**src/rtl/cec_msgbuf_pkg.sv**
```systemverilog
package cec_msgbuf_pkg;

    typedef enum logic [1:0] {
        ST_IDLE = 2'd0,
        ST_ADDR = 2'd1,
        ST_XFER = 2'd2
    } hst_state_e;

    localparam logic [7:0] REG_CTRL  = 8'h03;
    localparam logic [7:0] REG_ACKH  = 8'h04;
    localparam logic [7:0] REG_ACKL  = 8'h05;
    localparam logic [7:0] REG_STAT  = 8'h06;
    localparam logic [7:0] REG_DATA0 = 8'h07;

    localparam int unsigned CTRL_ON_BIT = 6;
    localparam logic [7:0]  MIN_LEN     = 8'd3;
    localparam logic [7:0]  PAD_BYTE    = 8'hFF;

endpackage

```
**src/rtl/cec_host_fsm.sv**
```systemverilog
module cec_host_fsm
    import cec_msgbuf_pkg::*;
#(
    parameter int NUM_DATA = 16
) (
    input  logic       clk,
    input  logic       rst_n,
    input  logic       bus_start,
    input  logic       bus_stop,
    input  logic       bus_wr,
    input  logic       bus_rd,
    input  logic [7:0] bus_wdata,
    output logic       acc_wr,
    output logic       acc_rd,
    output logic [7:0] acc_addr,
    output logic       tr_begin,
    output logic       tr_end
);

    localparam logic [7:0] DATA_END = REG_DATA0 + 8'(NUM_DATA);

    hst_state_e state_q, state_d;
    logic [7:0] ptr_q;
    logic       dirty_q;
    logic       ptr_load;
    logic       plain;

    // next-state logic and state register
    always_comb begin
        state_d = state_q;
        if (bus_stop) begin
            state_d = ST_IDLE;
        end else if (bus_start) begin
            state_d = ST_ADDR;
        end else begin
            unique case (state_q)
                ST_IDLE: state_d = ST_IDLE;
                ST_ADDR: if (bus_wr || bus_rd) state_d = ST_XFER;
                ST_XFER: state_d = ST_XFER;
                default: state_d = ST_IDLE;
            endcase
        end
    end

    always_ff @(posedge clk) begin
        if (!rst_n) state_q <= ST_IDLE;
        else        state_q <= state_d;
    end

    // output decode
    always_comb begin
        plain    = !bus_start && !bus_stop;
        tr_begin = bus_start && !bus_stop;
        tr_end   = (bus_stop || bus_start) && (state_q != ST_IDLE);
        ptr_load = 1'b0;
        acc_wr   = 1'b0;
        acc_rd   = 1'b0;
        acc_addr = ptr_q;
        unique case (state_q)
            ST_IDLE: ;
            ST_ADDR: begin
                ptr_load = plain && bus_wr;
                acc_rd   = plain && bus_rd && !bus_wr;
                if (dirty_q) acc_addr = REG_DATA0;
            end
            ST_XFER: begin
                acc_wr = plain && bus_wr;
                acc_rd = plain && bus_rd && !bus_wr;
            end
            default: ;
        endcase
    end

    // pointer and write-then-read redirect flag
    always_ff @(posedge clk) begin
        if (!rst_n) begin
            ptr_q   <= 8'h00;
            dirty_q <= 1'b0;
        end else if (ptr_load) begin
            ptr_q   <= bus_wdata;
            dirty_q <= 1'b0;
        end else if (acc_rd) begin
            ptr_q   <= acc_addr + 8'd1;
            dirty_q <= 1'b0;
        end else if (acc_wr) begin
            ptr_q <= acc_addr + 8'd1;
            if (acc_addr >= REG_DATA0 && acc_addr < DATA_END) dirty_q <= 1'b1;
        end
    end

    AST_NO_DUAL_ACCESS: assert property (@(posedge clk) disable iff (!rst_n)
        !(acc_wr && acc_rd));

endmodule

```
**src/rtl/cec_tx_buf.sv**
```systemverilog
module cec_tx_buf
    import cec_msgbuf_pkg::*;
#(
    parameter int NUM_DATA = 16
) (
    input  logic                        clk,
    input  logic                        rst_n,
    input  logic                        dev_on,
    input  logic                        tr_begin,
    input  logic                        wr_en,
    input  logic [$clog2(NUM_DATA)-1:0] wr_idx,
    input  logic [7:0]                  wr_data,
    output logic                        tx_start,
    output logic [$clog2(NUM_DATA+1)-1:0] tx_len,
    output logic [NUM_DATA*8-1:0]       tx_msg
);

    localparam int IDX_W = $clog2(NUM_DATA);
    localparam int LEN_W = $clog2(NUM_DATA+1);

    logic [7:0]       mem_q [NUM_DATA];
    logic [LEN_W-1:0] next_q;
    logic             done_q;
    logic             store;
    logic             hit;
    logic             commit;
    logic [7:0]       idx8;

    always_comb begin
        idx8   = 8'(wr_idx);
        store  = wr_en && dev_on && !done_q;
        hit    = store && (LEN_W'(wr_idx) == next_q);
        commit = hit && (idx8 >= 8'd2) && (mem_q[0] >= MIN_LEN) &&
                 ((idx8 + 8'd1 == mem_q[0]) || (idx8 == 8'(NUM_DATA - 1)));
    end

    always_ff @(posedge clk) begin
        if (!rst_n) begin
            for (int i = 0; i < NUM_DATA; i++) mem_q[i] <= 8'h00;
            next_q   <= '0;
            done_q   <= 1'b0;
            tx_start <= 1'b0;
            tx_len   <= '0;
        end else begin
            tx_start <= commit;
            if (tr_begin) begin
                next_q <= '0;
                done_q <= 1'b0;
            end else if (store) begin
                mem_q[wr_idx] <= wr_data;
                if (hit)    next_q <= next_q + LEN_W'(1);
                if (commit) begin
                    done_q <= 1'b1;
                    tx_len <= (mem_q[0] > 8'(NUM_DATA)) ? LEN_W'(NUM_DATA)
                                                       : mem_q[0][LEN_W-1:0];
                end
            end
        end
    end

    for (genvar g = 0; g < NUM_DATA; g++) begin : g_flat
        assign tx_msg[8*g +: 8] = mem_q[g];
    end

    AST_TX_LEN_RANGE: assert property (@(posedge clk) disable iff (!rst_n)
        tx_start |-> (tx_len >= LEN_W'(3) && tx_len <= LEN_W'(NUM_DATA)));
    AST_TX_ONE_PULSE: assert property (@(posedge clk) disable iff (!rst_n)
        tx_start |=> !tx_start);
    AST_TX_NEEDS_ON: assert property (@(posedge clk) disable iff (!rst_n)
        tx_start |-> $past(dev_on));

endmodule

```
**src/rtl/cec_rx_buf.sv**
```systemverilog
module cec_rx_buf
    import cec_msgbuf_pkg::*;
#(
    parameter int NUM_DATA = 16
) (
    input  logic                        clk,
    input  logic                        rst_n,
    input  logic                        dev_on,
    input  logic                        rx_load,
    input  logic [NUM_DATA*8-1:0]       rx_msg,
    input  logic                        rd_en,
    input  logic [$clog2(NUM_DATA)-1:0] rd_idx,
    input  logic                        tr_end,
    output logic                        irq,
    output logic [7:0]                  rd_byte
);

    localparam int LEN_W = $clog2(NUM_DATA+1);

    logic [7:0]       mem_q [NUM_DATA];
    logic [LEN_W-1:0] len_q;
    logic             touched_q;
    logic [7:0]       in_len;
    logic             rx_ok;
    logic             valid_rd;
    logic             rd_clr;
    logic             accept;
    logic             discard;

    always_comb begin
        in_len   = rx_msg[7:0];
        rx_ok    = rx_load && dev_on && (in_len >= MIN_LEN);
        valid_rd = rd_en && irq;
        rd_clr   = valid_rd && (LEN_W'(rd_idx) == len_q - LEN_W'(1));
        accept   = rx_ok && (!irq || rd_clr);
        discard  = tr_end && irq && touched_q;
        if (!irq)                         rd_byte = (rd_idx == '0) ? 8'h00 : PAD_BYTE;
        else if (LEN_W'(rd_idx) < len_q)  rd_byte = mem_q[rd_idx];
        else                              rd_byte = PAD_BYTE;
    end

    always_ff @(posedge clk) begin
        if (!rst_n) begin
            for (int i = 0; i < NUM_DATA; i++) mem_q[i] <= 8'h00;
            len_q     <= '0;
            irq       <= 1'b0;
            touched_q <= 1'b0;
        end else if (accept) begin
            for (int i = 0; i < NUM_DATA; i++) mem_q[i] <= rx_msg[8*i +: 8];
            len_q     <= (in_len > 8'(NUM_DATA)) ? LEN_W'(NUM_DATA) : in_len[LEN_W-1:0];
            irq       <= 1'b1;
            touched_q <= 1'b0;
        end else if (rd_clr || discard) begin
            irq       <= 1'b0;
            touched_q <= 1'b0;
        end else if (valid_rd) begin
            touched_q <= 1'b1;
        end
    end

    AST_IRQ_NEEDS_ON: assert property (@(posedge clk) disable iff (!rst_n)
        $rose(irq) |-> $past(dev_on));
    AST_IRQ_LAST_READ: assert property (@(posedge clk) disable iff (!rst_n)
        (rd_clr && !rx_ok) |=> !irq);
    AST_PARTIAL_DISCARD: assert property (@(posedge clk) disable iff (!rst_n)
        (tr_end && irq && touched_q && !rx_ok) |=> !irq);

endmodule

```
**src/rtl/cec_msgbuf_regs.sv**
```systemverilog
module cec_msgbuf_regs
    import cec_msgbuf_pkg::*;
#(
    parameter int NUM_DATA = 16
) (
    input  logic                          clk,
    input  logic                          rst_n,
    input  logic                          bus_start,
    input  logic                          bus_stop,
    input  logic                          bus_wr,
    input  logic [7:0]                    bus_wdata,
    input  logic                          bus_rd,
    output logic [7:0]                    bus_rdata,
    input  logic                          rx_load,
    input  logic [NUM_DATA*8-1:0]         rx_msg,
    output logic                          tx_start,
    output logic [$clog2(NUM_DATA+1)-1:0] tx_len,
    output logic [NUM_DATA*8-1:0]         tx_msg,
    output logic                          irq,
    output logic                          dev_on,
    output logic [15:0]                   ack_mask
);

    localparam int         IDX_W    = $clog2(NUM_DATA);
    localparam logic [7:0] DATA_END = REG_DATA0 + 8'(NUM_DATA);

    logic             acc_wr;
    logic             acc_rd;
    logic [7:0]       acc_addr;
    logic             tr_begin;
    logic             tr_end;
    logic             in_data;
    logic [7:0]       off;
    logic [IDX_W-1:0] data_idx;
    logic [7:0]       rx_byte;
    logic [7:0]       ctrl_q;
    logic [7:0]       ackh_q;
    logic [7:0]       ackl_q;

    cec_host_fsm #(.NUM_DATA(NUM_DATA)) u_fsm (
        .clk       (clk),
        .rst_n     (rst_n),
        .bus_start (bus_start),
        .bus_stop  (bus_stop),
        .bus_wr    (bus_wr),
        .bus_rd    (bus_rd),
        .bus_wdata (bus_wdata),
        .acc_wr    (acc_wr),
        .acc_rd    (acc_rd),
        .acc_addr  (acc_addr),
        .tr_begin  (tr_begin),
        .tr_end    (tr_end)
    );

    always_comb begin
        in_data  = (acc_addr >= REG_DATA0) && (acc_addr < DATA_END);
        off      = acc_addr - REG_DATA0;
        data_idx = off[IDX_W-1:0];
    end

    cec_tx_buf #(.NUM_DATA(NUM_DATA)) u_tx (
        .clk      (clk),
        .rst_n    (rst_n),
        .dev_on   (dev_on),
        .tr_begin (tr_begin),
        .wr_en    (acc_wr && in_data),
        .wr_idx   (data_idx),
        .wr_data  (bus_wdata),
        .tx_start (tx_start),
        .tx_len   (tx_len),
        .tx_msg   (tx_msg)
    );

    cec_rx_buf #(.NUM_DATA(NUM_DATA)) u_rx (
        .clk     (clk),
        .rst_n   (rst_n),
        .dev_on  (dev_on),
        .rx_load (rx_load),
        .rx_msg  (rx_msg),
        .rd_en   (acc_rd && in_data),
        .rd_idx  (data_idx),
        .tr_end  (tr_end),
        .irq     (irq),
        .rd_byte (rx_byte)
    );

    // configuration registers
    always_ff @(posedge clk) begin
        if (!rst_n) begin
            ctrl_q <= 8'h00;
            ackh_q <= 8'h00;
            ackl_q <= 8'h00;
        end else if (acc_wr) begin
            unique case (acc_addr)
                REG_CTRL: ctrl_q <= bus_wdata;
                REG_ACKH: ackh_q <= bus_wdata;
                REG_ACKL: ackl_q <= bus_wdata;
                default: ;
            endcase
        end
    end

    assign dev_on   = ctrl_q[CTRL_ON_BIT];
    assign ack_mask = {ackh_q, ackl_q};

    // registered read mux
    always_ff @(posedge clk) begin
        if (!rst_n) begin
            bus_rdata <= 8'h00;
        end else if (acc_rd) begin
            if (in_data) begin
                bus_rdata <= rx_byte;
            end else begin
                unique case (acc_addr)
                    REG_CTRL: bus_rdata <= ctrl_q;
                    REG_ACKH: bus_rdata <= ackh_q;
                    REG_ACKL: bus_rdata <= ackl_q;
                    REG_STAT: bus_rdata <= {7'd0, irq};
                    default:  bus_rdata <= PAD_BYTE;
                endcase
            end
        end
    end

    AST_STATUS_MIRRORS_IRQ: assert property (@(posedge clk) disable iff (!rst_n)
        (acc_rd && acc_addr == REG_STAT) |=> (bus_rdata == {7'd0, $past(irq)}));
    AST_MASK_HOLDS: assert property (@(posedge clk) disable iff (!rst_n)
        !(acc_wr && (acc_addr == REG_ACKH || acc_addr == REG_ACKL)) |=> $stable(ack_mask));

endmodule

```
**config.mk**
```make
export PLATFORM = sky130hd
export DESIGN_NAME = cec_msgbuf_regs
export DESIGN_NICKNAME = d
export VERILOG_FILES = /design/src/rtl/cec_msgbuf_pkg.sv /design/src/rtl/cec_host_fsm.sv /design/src/rtl/cec_tx_buf.sv /design/src/rtl/cec_rx_buf.sv /design/src/rtl/cec_msgbuf_regs.sv
export SDC_FILE = /design/constraint.sdc
export NUM_CORES = 1
export LEC_CHECK = 0
export BUFFER_PORTS_ARGS = -buffer_cell sky130_fd_sc_hd__buf_4
export CAP_MARGIN = 10
export CORE_MARGIN = 2
export CORE_UTILIZATION = 55
export DETAILED_ROUTE_END_ITERATION = 8
export GPL_ROUTABILITY_DRIVEN = 0
export PLACE_DENSITY = 0.87
export SYNTH_ARGS = -nofsm -noshare
export SYNTH_HDL_FRONTEND = slang
export SYNTH_SLANG_ARGS = --single-unit
```
**constraint.sdc**
```tcl
create_clock -name clk -period 6.95 [get_ports clk]
set_input_delay 0.3475 -clock clk [delete_from_list [all_inputs] [get_ports clk]]
set_output_delay 0.3475 -clock clk [all_outputs]
set_load 0.05 [all_outputs]
```
==> impl_metrics.env <==
export IMPL_start_util_pct=55.5
export IMPL_crit_fanout=100
export IMPL_syn_area_sq_um=14300
export IMPL_maxCapViolations=0
export IMPL_numCtsBuffers=31
export IMPL_grt_usage_pct=25.9
export IMPL_syn_mean_instance_area_sq_um=11.8
export IMPL_criticalPathCategory="flop to flop"
export IMPL_p_leak_nw=7.21
export IMPL_grt_pass1_vias=9955
export IMPL_r2r_start="u_fsm.state_q[1]"
export IMPL_fin_util_pct=68.8
export IMPL_cp_required_ns=7.17
export IMPL_grt_pass1_wl_microns=54300
export IMPL_grt_antenna_before_repair=0
export IMPL_fin_cells=1836
export IMPL_dp_hpwl_microns=25400
export IMPL_ant_nets=0
export IMPL_cts_num_sinks=318
export IMPL_ir_drop_uv=203
export IMPL_ys_seq_area_share_pct=62.3
export IMPL_placementRows=59
export IMPL_max_freq_ghz=0.209
export IMPL_clockBufferDepth=3
export IMPL_drt_iter0_markers=892
export IMPL_fin_tns_setup_ns=0
export IMPL_outcome="completed"
export IMPL_rsz0062_at_grt="no"
export IMPL_clk_pin_slew_ns=0.06
export IMPL_preCtsSetupSlack_ns=2.27
export IMPL_critPathCapture="u_rx.mem_q[5][2]"
export IMPL_netlist_top_cell_by_area="edfxtp_1"
export IMPL_via_per_inst=5.63
export IMPL_area_delta_synth_final_pct=24.0
export IMPL_die_area_sq_um=27400
export IMPL_slew_viol_final=0
export IMPL_netlist_area_leader_share_pct=53.6
export IMPL_syn_inst=1218
export IMPL_die_y_microns=165
export IMPL_fillCellCount=1809
export IMPL_core_sq_um=25800
export IMPL_ios=303
export IMPL_cp_start_kind="flop"
export IMPL_worstPathArrival_ns=5.00
export IMPL_hold_viol=0
export IMPL_synth_seq_cells=318
export IMPL_power_density_nw_per_um2=232
export IMPL_rrSetupSlack_ns=2.17
export IMPL_avgRoutedWirePerCell_microns=19.7
export IMPL_nets=1636
export IMPL_worst_skew_pair_late_latency_ns=0.56
export IMPL_worstReg2RegEnd="u_rx.mem_q[5][2]"
export IMPL_drtPass1Iterations=5
export IMPL_tightest_slew_ns=1.31
export IMPL_fin_crit_sh_pct=68.8
export IMPL_cp_end_kind="flop"
export IMPL_synth_async_reset_ratio_pct=0
export IMPL_cts_tree="built"
export IMPL_synth_edf_count=256
export IMPL_yosysMostFrequentCell="and2_1"
export IMPL_wl_microns=36200
export IMPL_drive_above_1_share_pct=25.1
export IMPL_grt_overflow_total=0
export IMPL_period_needed_ns=4.78
export IMPL_synth_net_count=1376
export IMPL_grt_start_max_net_pins=101
export IMPL_worst_slack_ns=2.17
export IMPL_drc_errors=0
export IMPL_skew_ns=0.0111
export IMPL_io_buffers=302
export IMPL_netlist_top_cells_count="and2_1 (261), edfxtp_1 (256), nand2_1 (126), clkbuf_1 (66), dfxtp_1 (62)"
export IMPL_slew_limit_headroom_pct=12.0
export IMPL_num_vias=10333
export IMPL_synth_top_flop_cell="edfxtp_1"
export IMPL_yosys_top_cells_area="edfxtp_1 (54%), and2_1 (11%), dfxtp_1 (8.7%), nand2_1 (3.3%), clkbuf_1 (1.7%)"
export IMPL_yosysWarnings=0
export IMPL_synth_distinct_cells=61
export IMPL_hold_class="input pin to flop"
export IMPL_h_tree_depth=1
export IMPL_root_buffer="clkbuf_16"
export IMPL_startpoint="u_fsm.state_q[1]"
export IMPL_reg2reg_depth=13
export IMPL_setup_violations_final=0
export IMPL_die_w_microns=165
export IMPL_place_inst=1777
placed cells by master (no fill, tap or decap), types with 4 or more instances in the layout:
master / n
inv_1: 17
clkbuf_1: 7
ha_1: 15
nand3_1: 43
a311oi_1: 14
clkinv_1: 4
nand2b_1: 20
nand4_1: 9
buf_4: 312
and3_1: 30
nor3_1: 7
dfxtp_1: 62
xnor2_1: 10
a211oi_1: 24
o31ai_1: 7
mux2i_1: 20
clkbuf_8: 5
clkbuf_16: 31
o21ai_0: 26
nor4_1: 6
nand2_1: 126
a21oi_1: 33
o211ai_1: 15
a31oi_1: 7
o21a_1: 9
a22o_1: 6
a22oi_1: 10
mux4_2: 7
xor2_1: 7
nor2b_1: 7
nor2_1: 37
and2_1: 261
edfxtp_1: 256
layout make-up:
cell class              instances  area (sq um)  area share (%)
clock buffers                  43           871            4.90
multi-input cells             792          4980            28.0
repair buffers                315          2370            13.3
clock inverters                12           116           0.655
diodes                          1          2.50          0.0141
flip-flops and latches        318          8930            50.2
inverters                      20          77.6           0.436
well taps                     335           419            2.36
what timing repair did:
| item | CTS | global route |
|---|---|---|
| endpoints found under the setup margin | 0 | 0 |
| hold endpoints to repair | 2 | 0 |
| setup buffers | 0 | 0 |
| hold buffers | 3 | 0 |
| gates resized for setup | 0 | 0 |
worst min path at each step:
stage,start,cells after the start,end
after global routing,rx_msg[0],2,u_rx.len_q[0]
final,rx_msg[0],2,u_rx.len_q[0]
after detailed placement,u_tx.tx_len[0],2,u_tx.tx_len[0]
after global placement,u_tx.tx_len[0],2,u_tx.tx_len[0]
after floorplan,bus_start,1,u_fsm.state_q[1]
after CTS,rx_msg[0],2,u_rx.len_q[0]
worst max-delay path, cell delays in order (launching register included):
cell,delay (ns)
dfxtp_1,0.35
inv_1,0.07
ha_1,0.28
nand2_1,0.23
nand2b_1,0.17
ha_1,0.32
a21oi_1,0.16
o21ai_0,0.12
a22oi_1,0.46
and4_1,0.37
o211ai_2,0.20
a31o_2,0.35
inv_4,0.83
buf_4,0.49
power by group:
part           switching (mW)  total, mW  internal [mW]
Clock                   0.684       1.63          0.943
Combinational           0.223      0.343          0.120
Sequential             0.0258       2.15           2.12
logic make-up (layout without fill, tap and decap cells):
group / after synthesis / count (layout) / synth area share (%)
other cells: 0 / 1 / 0
mux: 28 / 28 / 2.57
flops: 318 / 318 / 62.3
compound gates: 173 / 173 / 8.50
fa+ha+maj: 15 / 15 / 1.31
xor+xnor: 17 / 17 / 1.04
simple gates: 559 / 559 / 21.3
buf+inv: 108 / 390 / 2.99
layer usage:
layer	up-vias	track usage (%)	routed length, microns
met3	91	4.20	2970
li1	4849	-	-
met2	527	45.5	18100
met4	0	9.17	1150
met5	-	0	0
met1	4866	32.6	14000
state kept, by name, summed over array words and instances (netlist names), 2 cells and up:
name           flops
u_fsm.state_q      2
u_rx.mem_q       128
u_fsm.ptr_q        8
u_rx.len_q         5
ackh_q             8
ctrl_q             8
u_tx.next_q        5
bus_rdata          8
ackl_q             8
u_tx.mem_q       128
u_tx.tx_len        5
through the flow:
stage | hold slack (ns) | power [mW] | area (sq um)
global route | 0.0348 | 4.23 | 17800
CTS | 0.0161 | 4.13 | 17800
finish | 0.0395 | 4.12 | 17800
detailed placement | 0.460 | 2.53 | 16800
global placement | 0.449 | 2.52 | 16800
floorplan | 0.426 | 2.37 | 14300
Note: power is estimated with default switching activity, not from simulation.
